File: src/rtl/pfx_seq_pkg.sv
package pfx_seq_pkg;

  typedef struct packed {
    logic accumulate;  // fold current byte into the class
    logic clear;       // sequence ends, empty the class
  } seqStrobe_t;

  // Classes that name a real decode table.
  function automatic logic classIsValid(input logic [3:0] cls);
    case (cls)
      4'b0000, 4'b0001, 4'b0010, 4'b0100,
      4'b0110, 4'b1000, 4'b1010: classIsValid = 1'b1;
      default:                   classIsValid = 1'b0;
    endcase
  endfunction

endpackage

File: src/rtl/pfx_seq_ctrl.sv
module pfx_seq_ctrl
  import pfx_seq_pkg::*;
#(
  parameter int CLASS_W = 4
) (
  input  logic               clk,
  input  logic               rst,
  input  logic               byteValid,
  input  logic [CLASS_W-1:0] hitVec,
  input  logic [CLASS_W-1:0] prefixReg,
  input  logic               lastWasIndex,
  output seqStrobe_t         strobes,
  output logic               opDone
);

  logic isPrefixByte;
  logic mayChain;
  logic takePrefix;

  always_comb begin
    isPrefixByte = |hitVec;
    mayChain     = (prefixReg == '0) || lastWasIndex;
    takePrefix   = byteValid && isPrefixByte && mayChain;
    opDone       = byteValid && !takePrefix;
    strobes.accumulate = takePrefix;
    strobes.clear      = opDone;
  end


  strobe_excl_chk: assert property (@(posedge clk) disable iff (rst)
    !(strobes.accumulate && strobes.clear));


  idle_no_done_chk: assert property (@(posedge clk) disable iff (rst)
    !byteValid |-> !opDone && !strobes.accumulate);

endmodule

File: src/rtl/pfx_seq_dp.sv
module pfx_seq_dp
  import pfx_seq_pkg::*;
#(
  parameter int               DATA_W     = 8,
  parameter int               CLASS_W    = 4,
  parameter logic [CLASS_W-1:0][DATA_W-1:0] PFX_CODES = '0,
  parameter logic [CLASS_W-1:0] INDEX_MASK = '0
) (
  input  logic               clk,
  input  logic               rst,
  input  logic [DATA_W-1:0]  byteIn,
  input  seqStrobe_t         strobes,
  output logic [CLASS_W-1:0] hitVec,
  output logic [CLASS_W-1:0] prefixReg,
  output logic               lastWasIndex,
  output logic [DATA_W-1:0]  opByte,
  output logic               comboInvalid
);

  genvar g;
  generate
    for (g = 0; g < CLASS_W; g++) begin : g_match
      assign hitVec[g] = (byteIn == PFX_CODES[g]);
    end
  endgenerate

  always_ff @(posedge clk) begin
    if (rst || strobes.clear) begin
      prefixReg    <= '0;
      lastWasIndex <= 1'b0;
    end else if (strobes.accumulate) begin
      prefixReg    <= prefixReg | hitVec;
      lastWasIndex <= |(hitVec & INDEX_MASK);
    end
  end

  always_comb begin
    comboInvalid = strobes.clear && !classIsValid(prefixReg);
    opByte       = comboInvalid ? '0 : byteIn;
  end


  clear_after_done_chk: assert property (@(posedge clk) disable iff (rst)
    strobes.clear |=> (prefixReg == '0) && !lastWasIndex);


  hold_when_idle_chk: assert property (@(posedge clk) disable iff (rst)
    !strobes.accumulate && !strobes.clear |=> $stable(prefixReg) && $stable(lastWasIndex));


  accum_grows_chk: assert property (@(posedge clk) disable iff (rst)
    strobes.accumulate |=> (prefixReg & $past(prefixReg)) == $past(prefixReg));

endmodule

File: src/rtl/pfx_sequencer.sv
module pfx_sequencer
  import pfx_seq_pkg::*;
#(
  parameter int DATA_W  = 8,
  parameter int CLASS_W = 4
) (
  input  logic               clk,
  input  logic               rst,
  input  logic               byteValid,
  input  logic [DATA_W-1:0]  byteIn,
  output logic               opDone,
  output logic [DATA_W-1:0]  opByte,
  output logic [CLASS_W-1:0] prefixClass,
  output logic               comboInvalid
);

  // bit order: 0=ED, 1=CB, 2=DD, 3=FD
  localparam logic [CLASS_W-1:0][DATA_W-1:0] PFX_CODES =
    {8'hFD, 8'hDD, 8'hCB, 8'hED};
  localparam logic [CLASS_W-1:0] INDEX_MASK = 4'b1100;

  seqStrobe_t         strobes;
  logic [CLASS_W-1:0] hitVec;
  logic [CLASS_W-1:0] prefixReg;
  logic               lastWasIndex;

  pfx_seq_ctrl #(.CLASS_W(CLASS_W)) ctrl_i (
    .clk(clk), .rst(rst), .byteValid(byteValid), .hitVec(hitVec),
    .prefixReg(prefixReg), .lastWasIndex(lastWasIndex),
    .strobes(strobes), .opDone(opDone)
  );

  pfx_seq_dp #(
    .DATA_W(DATA_W), .CLASS_W(CLASS_W),
    .PFX_CODES(PFX_CODES), .INDEX_MASK(INDEX_MASK)
  ) dp_i (
    .clk(clk), .rst(rst), .byteIn(byteIn), .strobes(strobes),
    .hitVec(hitVec), .prefixReg(prefixReg), .lastWasIndex(lastWasIndex),
    .opByte(opByte), .comboInvalid(comboInvalid)
  );

  assign prefixClass = prefixReg;


  invalid_needs_done_chk: assert property (@(posedge clk) disable iff (rst)
    comboInvalid |-> opDone);


  nop_on_invalid_chk: assert property (@(posedge clk) disable iff (rst)
    comboInvalid |-> opByte == '0);


  pass_when_valid_chk: assert property (@(posedge clk) disable iff (rst)
    opDone && !comboInvalid |-> opByte == byteIn);

endmodule

File: config.mk
export PLATFORM = sky130hd
export DESIGN_NAME = pfx_sequencer
export DESIGN_NICKNAME = d
export VERILOG_FILES = /design/src/rtl/pfx_seq_pkg.sv /design/src/rtl/pfx_seq_ctrl.sv /design/src/rtl/pfx_seq_dp.sv /design/src/rtl/pfx_sequencer.sv
export SDC_FILE = /design/constraint.sdc
export NUM_CORES = 1
export LEC_CHECK = 0
export BUFFER_PORTS_ARGS = -buffer_cell sky130_fd_sc_hd__buf_2
export CAP_MARGIN = 20
export CORE_AREA = 5 5 42 44
export CTS_CLUSTER_SIZE = 10
export DETAILED_ROUTE_END_ITERATION = 8
export DIE_AREA = 0 0 47 49
export PLACE_DENSITY_LB_ADDON = 0.12
export SLEW_MARGIN = 20
export SYNTH_ARGS = -nofsm -noshare
export SYNTH_HDL_FRONTEND = slang
export SYNTH_HIERARCHICAL = 1
export SYNTH_SLANG_ARGS = --single-unit
File: constraint.sdc
create_clock -name clk -period 2.31 [get_ports clk]
set_input_delay 0.231 -clock clk [delete_from_list [all_inputs] [get_ports clk]]
set_output_delay 0.231 -clock clk [all_outputs]
set_load 0.02 [all_outputs]
# After elaboration in Yosys (flattened, before gate mapping)

Cells that the tools add are included.

Add/sub/neg operators: 0
$mul: 0
Div/mod/pow operators: 0
Magnitude comparators: 0
Equal/unequal tests: 10
Shift-type cells: 0
Muxes and demuxes: 2
Bitwise logic cells: 1
Reduce and logical (&&, ||, !) cells: 12

Operator list:

| operator                                             | number |
|---|---|
| equality test 8 bit (second input constant)          | 4 |
| equality test 4 x 3 -> 1 bit (second input constant) | 2 |
| equality test 4 bit (second input constant)          | 2 |
| two-way mux 8 bit                                    | 1 |
| OR reduction 7 bit                                   | 1 |
| equality test 4 x 1 -> 1 bit (second input constant) | 1 |
| equality test 4 x 2 -> 1 bit (second input constant) | 1 |
| logical AND 1 bit                                    | 4 |
| logical NOT 4 bit                                    | 1 |
| OR 4 bit                                             | 1 |
| OR reduction 4 bit                                   | 1 |
| logical NOT 1 bit                                    | 2 |
| logical OR 1 bit                                     | 2 |
| OR reduction 2 bit                                   | 1 |
| two-way mux 1 bit                                    | 1 |

Register bits after elaboration: 5
Latch bits: 0
Bits in writable memories: 0
ROM bits: 0
Bits of input ports: 11
Output and inout bits: 14
Logic and storage cells: 27
Memories: 0

# Longest topological paths before layout

Gate-level depths: netlist of the first run.

Depth after elaboration: 8
Gate-level depth with buffers: 9
Mapped depth without buffers: 8

# Hierarchy

Netlist of the first run, hierarchy kept.

By module, submodules not included:

| module       | instances | cells an instance | area each (um^2) | seq. area each (um^2) |
|---|---|---|---|---|
| pfx_seq_dp   | 1         | 36                | 346.6            | 100.1 |
| pfx_seq_ctrl | 1         | 8                 | 65.1             | 0.0 |

# Worst setup path after synthesis of the first run

No wires, ideal clock.

Kind: input-to-output
From: input port byteIn[6]
To: output port opByte[0]
Data arrival time: 2.208 ns
Data required time: 2.079 ns
Slack: -0.129 ns
Stages on the path: 9
Path buffers: 1
Path through: nand4_4 > nor4b_2 > and2_1 > or4_4 > o22ai_2 > buf_4 > o21ai_1 > a21oi_2 > nor2b_1

Longest elaborated chain between the ends: 8
Elaborated cells on any way between the ends: 11
Those cells by class: eq/ne (4); mux (1); reduce/logical (6)

RTL lines:

| what                           | line                | text |
|---|---|---|
| start: declaration             | pfx_sequencer.sv:10 | `input logic [DATA_W-1:0] byteIn,` |
| equality test 8 bit            | pfx_seq_dp.sv:23    | `assign hitVec[g] = (byteIn == PFX_CODES[g]);` |
| via hitVec[0]                  | pfx_sequencer.sv:23 | `logic [CLASS_W-1:0] hitVec;` |
| OR reduction 4 bit             | pfx_seq_ctrl.sv:21  | `isPrefixByte = \|hitVec;` |
| logical AND 1 bit (2 in a row) | pfx_seq_ctrl.sv:23  | `takePrefix = byteValid && isPrefixByte && mayChain;` |
| logical NOT 1 bit              | pfx_seq_ctrl.sv:24  | `opDone = byteValid && !takePrefix;` |
| logical AND 1 bit              | pfx_seq_ctrl.sv:24  |  |
| via opDone                     | pfx_sequencer.sv:11 | `output logic opDone,` |
| logical AND 1 bit              | pfx_seq_dp.sv:38    | `comboInvalid = strobes.clear && !classIsValid(prefixReg);` |
| via comboInvalid               | pfx_sequencer.sv:14 | `output logic comboInvalid` |
| two-way mux 8 bit              | pfx_seq_dp.sv:39    | `opByte = comboInvalid ? '0 : byteIn;` |
| end: declaration               | pfx_sequencer.sv:12 | `output logic [DATA_W-1:0] opByte,` |

The timed path passes the listed nets, and every way through them passes these cells.

# Worst setup path in the final report of the first run

From: input port byteIn[6]
To: output port opByte[5]

Longest elaborated chain between the ends: 8
Elaborated cells on any way between the ends: 11
Those cells by class: eq/ne (4); mux (1); reduce/logical (6)

RTL lines:

| what                           | line |
|---|---|
| equality test 8 bit            | pfx_seq_dp.sv:23 |
| via hitVec[0]                  | pfx_sequencer.sv:23 |
| OR reduction 4 bit             | pfx_seq_ctrl.sv:21 |
| logical AND 1 bit (2 in a row) | pfx_seq_ctrl.sv:23 |
| logical NOT 1 bit              | pfx_seq_ctrl.sv:24 |
| logical AND 1 bit              | pfx_seq_ctrl.sv:24 |
| logical AND 1 bit              | pfx_seq_dp.sv:38 |
| two-way mux 8 bit              | pfx_seq_dp.sv:39 |

The timed path passes the listed nets, and every way through them passes these cells.

==> results of run 1 <==
==> layout by cell type (no fill, tap or decap), drive strengths merged <==
| cell | instances |
|---|---|
| buf | 26 |
| nor2b | 9 |
| a22o | 5 |
| dfxtp | 5 |
| clkbuf | 4 |
| and2 | 3 |
| nor4 | 3 |
| inv | 2 |
| nand2b | 2 |
| a21oi | 2 |
| nor4b | 2 |
| o21ai | 2 |
| or4 | 1 |
| o211a | 1 |
| o22ai | 1 |
| nand4 | 1 |
| nand2 | 1 |
| nor3 | 1 |
| nor2 | 1 |
| and3 | 1 |
==> report_power, final <==
group          internal (mW)  leakage, nW  switching [mW]  total (mW)
Combinational         0.0218        0.219          0.0323      0.0540
Sequential            0.0865       0.0402      0.00000238      0.0865
Clock                 0.0654       0.0150          0.0371       0.102
Total                  0.174        0.274          0.0694       0.243
==> final cells by class <==
| class | count | area share |
|---|---|---|
| inverter | 2 | 0.0124 |
| sequential | 5 | 0.165 |
| multi-input combinational | 36 | 0.523 |
| timing repair buffer | 26 | 0.223 |
| clock buffer | 4 | 0.0434 |
| tap | 16 | 0.0331 |
==> routing by layer <==
metal  vias to the layer above  share of wire
met1                       200           0.47
met2                        13           0.45
met4                         0          0.020
met5                         -              0
met3                         2          0.064
li1                        220              -
==> per-stage QoR <==
stage | TNS, ns | util | power (mW) | std cells | cell area, um2
after global placement | 0 | 0.404 | 0.142 | 84 | 567
final | 0 | 0.432 | 0.243 | 89 | 606
after global routing | -0.0102 | 0.432 | 0.257 | 89 | 606
after detailed placement | 0 | 0.404 | 0.142 | 84 | 567
after CTS | 0 | 0.423 | 0.246 | 88 | 593
after floorplan | 0 | - | 0.117 | 44 | 427
==> what timing repair did <==
item / CTS / global route
setup endpoints to repair: 0 / 9
resized for setup: 0 / 1
endpoints found under the hold margin: 0 / 0
==> cells by family after synthesis <==
kind of cell	after synthesis	share of synthesized area
simple gates	25	0.495
buf+inv	4	0.0547
compound gates	10	0.207
flops	5	0.243
==> final timing paths <==
| check | cells after the start | end | slack, ns |
|---|---|---|---|
| worst min register to register | 1 | dp_i/prefixReg[3] | 0.55 |
| worst min-delay path | 3 | dp_i/prefixReg[2] | 0.35 |
| worst max-delay path | 10 | opByte[5] | 0.09 |
| worst max register to register | 7 | dp_i/prefixReg[3] | 0.45 |
==> worst reg2reg max path: cells and delay by family, from the launching register on <==
family	cells	cell delay, ns
simple gates	3	0.94
flops	1	0.36
buf+inv	2	0.32
compound gates	2	0.19
==> state kept, by name (all words and copies together) (netlist names) <==
signal,count
dp_i/prefixReg,4
dp_i/lastWasIndex,1
==> qor.txt, run 1 <==
Status -> finished, final reports clean
DR WL/cell -> 12.6 um
Min-delay worst type -> in -> reg
Max FO, Critical Path -> 4
Fmax -> 450 MHz
Asr flop ratio synth -> 0
Worst Clk Skew -> 0.000826 ns
Total Wirelength -> 1120 um
GR peak layer -> met2
Area of the multi-input gates -> 317 um2
Vias in the first global route -> 414
Leading area contributor after synthesis -> dfxtp_1
Synthesized area per cell -> 9.36 um2
Placer congestion estimate -> 0.715
Clock tree buffer depth -> 2
DRT iter0 DRCs -> 7
Most Frequent Cell on Critical Path -> buf_2
Req. time, crit path -> 2.08 ns
Max-slew violation count -> 0
# DRC -> 0
Leak -> 0.274 nW
Final net count -> 85
Final Hold Vio Count -> 0
CTS tree -> done
Clk_lat worst skew -> 0.24 ns
HPWL Detailed -> 879 um
Io pins -> 25
Clk pin slew, worst setup/hold paths -> 0.04 ns
Row count -> 14
Warnings from Yosys -> 6
Drt pass-1 iters -> 4
Ratio of cells with drive above 1 in the final layout -> 0.534
Fin crit period -> 2.22 ns
Top FF cell, synth -> dfxtp_1
Max Cap Viol -> 0
Setup WS post-layout -> 0.0873 ns
VDD IR max -> 0.136 mV
Number of I/O port buffers -> 24
Hold buffers post-CTS -> 0
Largest net degree at the start of global routing -> 10
Kind of critical path -> in -> out
CTS sink cnt -> 5
Die height -> 49 um
Fin Hold WS -> 0.348 ns
Via Count -> 435
CP startpoint kind -> input pin
Post-Syn Area -> 412 um2
Net Count, Synth -> 55
Die width -> 47 um
Sequential area share after synthesis -> 0.243
Hold path start -> rst
Yosys cell types -> 22
FF/Latch Area -> 100 um2
Pre-CTS setup slack -> 0.0595 ns
Buf/Inv on CP -> 2
Fillcell total -> 158
Clk root buf -> clkbuf_4
Vias per std cell -> 4.89
Most frequent cell after synthesis -> nor2b_1
Area share of the largest cell type after synthesis -> 0.243
Pwr dens -> 401 nW/um2
Core Region -> 1400 um2
Worst r2r src -> dp_i/prefixReg[0]
H-Tree Depth -> 1
Initial Utilization -> 0.294
Max incr delay on CP -> 0.53 ns
GR met3 Demand/Resource -> 0.0332
Synthesized flop and latch total -> 5
Final setup fails -> 0
Synth area leaders -> dfxtp_1, nor2b_1, a22o_1
Die area -> 2300 um2
Antenna diodes -> 0
Synth-to-Final Area Change -> 47.1%
Fraction of the cycle the final worst path needs -> 0.962
Slew @ Worst Pin -> 0.453 ns
EDFF count, synth -> 0
Relative slew slack -> 0.697
M2 GR Usage -> 0.140
Cells along the critical path -> buf_2 > nand4_4 > nor4b_2 > and2_1 > or4_4 > o22ai_4 > o21ai_2 > a21oi_2 > nor2b_1 > buf_2
Most frequent cells after synthesis -> nor2b_1, a22o_1, dfxtp_1, and2_1
Mapped Cells -> 44
Global Route Usage Sum -> 0.105
CP Capture Type -> output port
Met1 GRT Util -> 0.132
Post-route ant nets -> 0
Slowest stage cell, crit path -> or4_4
CP Launch Point -> byteIn[6]
Initial antenna violation count -> 0
Overflow after GRT -> 0
CTS Buf Count -> 3
Delay-heaviest family, CP -> simple AND/OR/NAND/NOR gates
CP arrival -> 1.99 ns
Post-CTS setup repair buffer count -> 0
Global-route wire length before repair -> 1750 um
No activity file was read; power rests on OpenSTA's default activity.
==> run 2, diff against run 1 <==
BUFFER_PORTS_ARGS = unset   (was -buffer_cell sky130_fd_sc_hd__buf_2)
DONT_BUFFER_PORTS = 1   (was unset)
SYNTH_HIERARCHICAL = unset   (was 1)
==> run 2 against run 1 <==
Against the previous run: cell count decreased by 30%; total power decreased by 12%; combinational power decreased by 46%; flip-flop and latch count unchanged; sequential power increased by 0.6%; clock power decreased by 4%; maximum frequency increased by 13%; critical path type is now reg -> out; register-to-register slack improved by 0.40 ns; core utilization decreased by 13 points.
==> qor.txt, run 2 <==
Status -> finished, final reports clean
DR WL/cell -> 15.4 um (+22%)
Post-CTS setup repair buffer count -> 0 (unchanged)
Min-delay worst type -> in -> reg
Vias per std cell -> 5.58 (+14%)
Clk_lat worst skew -> 0.24 ns (about the same)
Area share of the largest cell type after synthesis -> 0.261 (+0.0183)
Commonest non-fill, non-tap cell in the layout -> and2_1
Initial antenna violation count -> 0 (unchanged)
Global-route wire length before repair -> 1400 um (-20%)
CP arrival -> 1.73 ns (-0.26 ns)
Vias in the first global route -> 324 (-22%)
Synthesized flop and latch total -> 5 (unchanged)
Antenna diodes -> 0 (unchanged)
Final Hold Vio Count -> 0 (unchanged)
CP Capture Type -> output port
Hold buffers post-CTS -> 0 (unchanged)
Core Region -> 1400 um2 (unchanged)
Synth-to-Final Area Change -> 10.8%
Mapped Cells -> 43 (-2.3%)
Ratio of cells with drive above 1 in the final layout -> 0.261 (-0.273)
Largest net degree at the start of global routing -> 11 (+1)
CTS tree -> done
Wl on met1 -> 393 um (-25%)
Most frequent cells in the layout -> and2_1, dfxtp_1, nor2_1
Final setup fails -> 0 (unchanged)
Post-Syn Area -> 383 um2 (-7.0%)
Final core utilization -> 0.303 (-0.129)
H-Tree Depth -> 1 (unchanged)
Sequential area share after synthesis -> 0.261 (+0.0183)
Top reg by flops -> dp_i.prefixReg
Unrepaired setup endpoints after global routing -> no
Clk root buf -> clkbuf_4
Final instance area -> 424 um2 (-30%)
Drt pass-1 iters -> 3 (-1)
Leading area contributor after synthesis -> dfxtp_1
Leak -> 0.146 nW (-47%)
Max Cap Viol -> 0 (unchanged)
Net Count, Synth -> 54 (-1.8%)
Pwr dens -> 505 nW/um2 (+26%)
CTS Buf Count -> 3 (unchanged)
Total Wirelength -> 956 um (-15%)
DRT iter0 DRCs -> 5 (-2)
Placer congestion estimate -> 0.737 (+3.1%)
HPWL Detailed -> 848 um (-3.6%)
Worst Clk Skew -> 0.00131 ns (+0.000486 ns)
CTS sink cnt -> 5 (unchanged)
Clk pin slew, worst setup/hold paths -> 0.04 ns (about the same)
Fraction of the cycle the final worst path needs -> 0.851 (-0.112)
DR WL met2 -> 464 um (-7.8%)
Synthesized area per cell -> 8.90 um2 (-4.8%)
Warnings from Yosys -> 0 (-6)
Asr flop ratio synth -> 0 (unchanged)
Io pins -> 25 (unchanged)
Kind of critical path -> reg -> out
Max-slew violation count -> 0 (unchanged)
Number of I/O port buffers -> 0 (-100%)
Fin crit period -> 1.96 ns (-0.258 ns)
Fin Setup TNS -> 0 ns (unchanged)
Most frequent cells after synthesis -> and2_1, dfxtp_1, nor2_1
Largest regs -> dp_i.prefixReg (4), dp_i.lastWasIndex (1)
Post-route ant nets -> 0 (unchanged)
# DRC -> 0 (unchanged)
Clock tree buffer depth -> 2 (unchanged)
Synth area leaders -> dfxtp_1, and2_1, a211oi_1
CP startpoint kind -> register
Max FO, Critical Path -> 6 (+2)
Die area -> 2300 um2 (unchanged)
Slew @ Worst Pin -> 0.477 ns (+0.0240 ns)
Top FF cell, synth -> dfxtp_1
EDFF count, synth -> 0 (unchanged)
Final net count -> 58 (-32%)
Top layer in use -> met3
Most frequent cell after synthesis -> and2_1
Initial Utilization -> 0.273 (-0.0205)
Met3 wire len -> 99 um (+38%)
Post-place instance area -> 398 um2 (-30%)
Fmax -> 509 MHz (+13%)
Global Route Usage Sum -> 0.0852 (-0.0196)
Via Count -> 346 (-20%)
Req. time, crit path -> 2.08 ns (about the same)
Die height -> 49 um (unchanged)
Post-cts sizing count -> 0 (unchanged)
Yosys cell types -> 21 (-4.5%)
Die width -> 47 um (unchanged)
Overflow after GRT -> 0 (unchanged)
Row count -> 14 (unchanged)
Relative slew slack -> 0.683 (-0.0139)
Fillcell total -> 161 (+1.9%)
VDD IR max -> 0.197 mV (+46%)
Max reg flops -> 4 (unchanged)
==> run 2: cell types whose count changed after synthesis, sizes merged, moves of 2 or more <==
cell / change
a211oi: +4
a21oi: +3
a22o: -5
a31oi: +3
and2: +5
nor2: +3
nor2b: -7
nor4: -2
o21ai: -2
o31ai: +2
==> run 2: logic make-up (layout without fill, tap and decap cells) <==
| logic type | Yosys count | in the layout | synth area share |
|---|---|---|---|
| flops | 5 | 5 | 0.261 |
| buf+inv | 3 | 6 | 0.0327 |
| simple gates | 20 | 20 | 0.379 |
| compound gates | 15 | 15 | 0.327 |
==> run 2: power breakdown <==
group | switching (mW) | total, mW | internal [mW] | leakage [nW]
clock | 0.0327 | 0.0978 | 0.0651 | 0.0150
combinational | 0.0198 | 0.0293 | 0.00953 | 0.0904
sequential | 0.000192 | 0.0870 | 0.0868 | 0.0403
==> run 2: final timing paths <==
check / start / slack [ns] / end / cells after the start
worst min register to register: dp_i.lastWasIndex / 0.64 / dp_i.lastWasIndex / 3
worst max-delay path: dp_i.prefixReg[1] / 0.35 / opByte[5] / 4
worst max register to register: dp_i.prefixReg[1] / 0.85 / dp_i.prefixReg[0] / 4
worst min-delay path: rst / 0.05 / dp_i.prefixReg[0] / 1
==> run 2: critical path: stages, from the launching register on <==
cell	delay, ns
dfxtp_1	0.40
nor4_2	0.33
o21ba_2	0.26
nand2b_4	0.09
a21oi_1	0.40
==> run 2: per-layer routing <==
layer,track usage,vias up
met2,0.140,20
met1,0.0967,158
li1,-,168
met4,0.0553,0
met5,0,-
met3,0.0111,0
==> run 2: area by class of cell <==
class                   count  area [um2]  area share
inverters                   2        7.51      0.0177
multi-input cells          35         270       0.637
flip-flops and latches      5         100       0.236
clock buffers               4        26.3      0.0619
well taps                  16        20.0      0.0472
==> run 2: per-stage QoR <==
step                      worst slack [ns]  cells  hold WS (ns)  power (mW)
after detailed placement             0.562     58         0.300       0.118
after CTS                            0.300     62        0.0447       0.221
after floorplan                      0.713     43         0.296       0.118
after global placement               0.623     58         0.302       0.119
after global routing                 0.193     62        0.0409       0.228
final                                0.345     62        0.0545       0.214
